**config.mk**
```make
export PLATFORM = sky130hd
export DESIGN_NAME = ssa_adder
export DESIGN_NICKNAME = d
export VERILOG_FILES = /design/src/rtl/ssa_pkg.sv /design/src/rtl/ssa_segment.sv /design/src/rtl/ssa_boundary.sv /design/src/rtl/ssa_adder.sv
export SDC_FILE = /design/constraint.sdc
export NUM_CORES = 1
export LEC_CHECK = 0
export ABC_AREA = 1
export ABC_CLOCK_PERIOD_IN_PS = 800
export BUFFER_PORTS_ARGS = -buffer_cell sky130_fd_sc_hd__buf_2
export CAP_MARGIN = 20
export CELL_PAD_IN_SITES_DETAIL_PLACEMENT = 1
export CELL_PAD_IN_SITES_GLOBAL_PLACEMENT = 1
export CORE_AREA = 2 2 64 66
export DETAILED_ROUTE_END_ITERATION = 12
export DIE_AREA = 0 0 66 68
export PLACE_DENSITY = 0.73
export SLEW_MARGIN = 40
export SYNTH_ARGS = -nofsm -noshare
export SYNTH_HDL_FRONTEND = slang
export SYNTH_SLANG_ARGS = --single-unit
```
**constraint.sdc**
```tcl
create_clock -name clk -period 0.8 [get_ports clk]
set_clock_uncertainty 0.2 [all_clocks]
set_input_delay 0.12 -clock clk [delete_from_list [all_inputs] [get_ports clk]]
set_output_delay 0.12 -clock clk [all_outputs]
set_load 0.005 [all_outputs]
```
**src/rtl/ssa_pkg.sv**
```systemverilog
package ssa_pkg;
    // Where a boundary takes the carry for its upper slice from.
    typedef enum logic [0:0] {
        SRC_GUESS = 1'b0,   // generate term of the lower slice's top bit pair
        SRC_TRUE  = 1'b1    // real carry-out of the lower slice
    } cin_src_e;
endpackage

```
**src/rtl/ssa_segment.sv**
```systemverilog
module ssa_segment #(
    parameter int W = 4
) (
    input  logic [W-1:0] seg_a,
    input  logic [W-1:0] seg_b,
    input  logic         seg_cin,
    output logic [W-1:0] seg_sum,
    output logic         seg_cout
);
    logic [W:0] wide;

    always_comb begin
        wide     = {1'b0, seg_a} + {1'b0, seg_b} + {{W{1'b0}}, seg_cin};
        seg_sum  = wide[W-1:0];
        seg_cout = wide[W];
    end
endmodule

```
**src/rtl/ssa_boundary.sv**
```systemverilog
module ssa_boundary
    import ssa_pkg::*;
#(
    parameter int LVLW = 2,
    parameter int IDX  = 0
) (
    input  logic            top_a,     // lower slice, top bit of op_a
    input  logic            top_b,     // lower slice, top bit of op_b
    input  logic            low_cout,  // true carry-out of lower slice
    input  logic [LVLW-1:0] level,
    output logic            cin_up,
    output logic            risk
);
    logic     guess;
    cin_src_e src;

    always_comb begin
        guess = top_a & top_b;
        risk  = top_a ^ top_b;
        // Only a propagating pair can make the guess wrong; fix it when this
        // boundary lies below the requested correction level.
        if (risk && (int'(level) > IDX)) src = SRC_TRUE;
        else                             src = SRC_GUESS;
        unique case (src)
            SRC_TRUE:  cin_up = low_cout;
            SRC_GUESS: cin_up = guess;
            default:   cin_up = guess;
        endcase
    end
endmodule

```
**src/rtl/ssa_adder.sv**
```systemverilog
module ssa_adder #(
    parameter int N = 16,
    parameter int L = 4,
    localparam int SEGS = N / L,
    localparam int NB   = (SEGS > 1) ? SEGS - 1 : 1,
    localparam int LVLW = (SEGS > 1) ? $clog2(SEGS) : 1
) (
    input  logic            clk,
    input  logic            rst_n,
    input  logic [N-1:0]    op_a,
    input  logic [N-1:0]    op_b,
    input  logic [LVLW-1:0] fix_level,
    output logic [N-1:0]    sum_o,
    output logic            carry_o,
    output logic [NB-1:0]   risk_o
);
    logic [N-1:0]  sum_w;
    logic          carry_w;
    logic [NB-1:0] risk_w;

    for (genvar s = 0; s < SEGS; s++) begin : g_seg
        logic cin;
        logic cout;
        if (s == 0) begin : g_first
            assign cin = 1'b0;
        end else begin : g_rest
            ssa_boundary #(.LVLW(LVLW), .IDX(s - 1)) u_bnd (
                .top_a   (op_a[s*L-1]),
                .top_b   (op_b[s*L-1]),
                .low_cout(g_seg[s-1].cout),
                .level   (fix_level),
                .cin_up  (cin),
                .risk    (risk_w[s-1])
            );
        end
        ssa_segment #(.W(L)) u_seg (
            .seg_a   (op_a[s*L +: L]),
            .seg_b   (op_b[s*L +: L]),
            .seg_cin (cin),
            .seg_sum (sum_w[s*L +: L]),
            .seg_cout(cout)
        );
    end

    if (SEGS == 1) begin : g_noflag
        assign risk_w = '0;
    end

    assign carry_w = g_seg[SEGS-1].cout;

    logic out_live_q;   // set once outputs carry a sampled result

    always_ff @(posedge clk or negedge rst_n) begin
        if (!rst_n) begin
            sum_o      <= '0;
            carry_o    <= 1'b0;
            risk_o     <= '0;
            out_live_q <= 1'b0;
        end else begin
            sum_o      <= sum_w;
            carry_o    <= carry_w;
            risk_o     <= risk_w;
            out_live_q <= 1'b1;
        end
    end

    assert_full_exact_R6: assert property (@(posedge clk) disable iff (!rst_n)
        (out_live_q && ($past(fix_level) == LVLW'(SEGS - 1)))
        |-> ({carry_o, sum_o} == ({1'b0, $past(op_a)} + {1'b0, $past(op_b)})));

    assert_no_risk_exact_R10: assert property (@(posedge clk) disable iff (!rst_n)
        (out_live_q && (risk_o == '0))
        |-> ({carry_o, sum_o} == ({1'b0, $past(op_a)} + {1'b0, $past(op_b)})));

    assert_low_slice_exact_R9: assert property (@(posedge clk) disable iff (!rst_n)
        out_live_q |-> (sum_o[L-1:0] == L'($past(op_a[L-1:0]) + $past(op_b[L-1:0]))));

    for (genvar j = 0; j < SEGS - 1; j++) begin : g_flagchk
        assert_flag_pair_R3: assert property (@(posedge clk) disable iff (!rst_n)
            out_live_q |-> (risk_o[j] == ($past(op_a[(j+1)*L-1]) ^ $past(op_b[(j+1)*L-1]))));
    end
endmodule

```
==> run summary <==
outcome - complete, but fails checks
failing checks - negative hold slack, negative setup slack
period utilization - 4.888
setup ws final - -3111 ps
hold buffers post-CTS - 1
min Tclk post-route - 3911 ps
Net Switching - 792.7 µW
Cell Area, Synth - 1046 µm²
Vias/cell - 4.353
Root Driver - clkbuf_8
mean area per synthesized cell - 12.02 µm²
Chip Height - 68 µm
Crit path top cell by count - fa_2
delay of the slowest critical-path stage - 380 ps
CP Data Required Time - 740 ps
# IOs - 56
Reg clk slew, reported paths - 70 ps
Clock Power Share - 0.261
first-pass GRT wire length - 4533 µm
crit path buf inv count - 1
antenna cells - 0
total grt overflow - 0
RSZ-0062 raised after global routing - yes
post-synthesis cell count - 87
post-synth cell types - 14
Final Hold Vio Count - 5
Yosys reg bits - 20
DR vias - 962
post-DP HPWL - 2426 µm
measured slew at the worst slew-check pin - 213.1 ps
crit path cell chain - buf_6, ha_4, fa_2, a21oi_2, o21bai_1, fa_2, fa_2, a21oi_2, o21bai_1, fa_2, fa_2, a21oi_2, o21bai_1, fa_2, fa_2, a21oi_2, o21bai_1
final antenna-violating net count - 0
largest net degree at the start of global routing - 21
Residual DRC - 0
Finish-stage setup viols - 36
DP Area - 1540 µm²
GPL Wtd Cong - 0.6534
Multi-input gate area - 633.1 µm²
Rows - 23
Core ar. - 3856 µm²
Post-Route Setup TNS - -32450 ps
CTS tree - done
vias in the first global route - 1083
commonest non-fill, non-tap cell in the layout - buf_2
Total Wirelength - 2972 µm
worst hold path class - in -> reg
design area - 1788 µm²
H-tree lvl count - 1
share of layout cells above drive strength 1 - 0.5965
number of cells after detailed placement - 205
Startpoint Class - input pin
utilization after layout - 0.4637
most frequent cells in the layout - buf_2 (51), dfrtp_1 (20), nand2_1 (16), buf_4 (16), buf_6 (11)
Register Area - 500.5 µm²
Max-Cap Viols - 0
yosys warns - 0
cell family contributing the most delay on the critical path - adder cells
combinational power share - 0.326
Clock Tree Buf Depth - 2
Power Density - 1644 nW/µm²
leakage - 0.0009038 µW
initial antenna violation count - 0
worst hold margin - -125.9 ps
Max VDD drop - 0.6785 mV
top cell type's share of synthesized area - 0.4785
Pre-antenna DRT Iters - 2
post-route insts no fill - 221
crit-path max FO - 2
initial core utilization - 0.2713
critical path type - in -> reg
Area Growth Syn to Fin - 70.93%
Fillers - 445
GRT Total Usage - 0.1365
Post-Syn Nets - 143
crit end category - flop
Wirelength per Cell - 13.45 µm
slowest CP cell - fa_2
# nets final - 228
Rel. slew slack - 0.8580
Starting DRT DRC Count - 2
Die Footprint - 4488 µm²
Horiz. Die Dim - 66 µm
P_int - 2146 µW
post-synth top area cell - dfrtp_1
ranking of synthesized cells by area - dfrtp_1 (48%), ha_1 (16%), fa_1 (13%)
FMAX - 255.7 MHz
Worst Path Arrival - 3850 ps
switching part of the total - 0.2697
Seq/Total Area, Yosys - 0.4785
Final Slew Violations - 0
Reg power frac - 0.413
clk sinks - 20
IO Port Bufs - 55
CTS Buf Count - 3
==> power groups by stage <==
stage	registers, µW	clock network, µW	logic [µW]
CTS	1220	789	877
floorplan	1260	0	291
global route	1240	824	1070
finish	1210	766	959
global placement	1230	0	753
detailed placement	1230	0	806
==> synth_stat cells, drive strengths merged <==
cell / n
a21oi: 4
nand3: 3
nand2: 19
dfrtp: 20
inv: 2
fa: 7
o21bai: 4
nand3b: 3
nand4: 1
or2: 3
nor2: 3
ha: 13
xor2: 4
o21ai: 1
==> logic make-up (layout without fill, tap and decap cells) <==
logic type,after synthesis,after routing,synth area share
adder cells (fa/ha/maj),20,20,0.2895
XOR/XNOR,4,4,0.03349
flip-flops,20,20,0.4785
buffers and inverters,2,86,0.007180
AO/OA/AOI/OAI,9,9,0.05263
AND/OR/NAND/NOR,32,32,0.1388
==> per-layer routing <==
| layer | wire, µm | GRT usage |
|---|---|---|
| met1 | 1024 | 0.1307 |
| met2 | 1736 | 0.2854 |
| met3 | 186 | 0.03289 |
| met4 | 23 | 0.03827 |
| met5 | 0 | 0 |
==> stage by stage <==
stage               power, µW  setup slack [ps]
floorplan                1554             -3076
global placement         1982             -3332
detailed placement       2040             -3449
CTS                      2884             -3083
global route             3133             -3289
finish                   2939             -3111
==> cell type report <==
cell class | count | area share
Tap cell | 50 | 0.03499
Timing Repair Buffer | 80 | 0.2960
Sequential cell | 20 | 0.2799
Multi-Input combinational cell | 65 | 0.3541
Clock buffer | 4 | 0.03079
Inverter | 2 | 0.004199
==> path summary, 6_finish.rpt <==
check,startpoint,to,cells past startpoint
setup / recovery,op_a[0],carry_o,17
hold / removal,op_b[0],sum_o[0],2
max in group asynchronous,rst_n,sum_o[15],3
min in group asynchronous,rst_n,sum_o[9],3
==> timing repair <==
item	in CTS	in global routing
pin swaps	8	10
endpoints found under the setup margin	36	36
setup buffers	5	7
gates resized for setup	9	12
endpoints found under the hold margin	25	4
==> flip-flops by register name, indices dropped and copies added, names as in the netlist <==
signal and cells:
carry_o 1, risk_o 3, sum_o 16
Note: power is estimated with default switching activity, not from simulation.
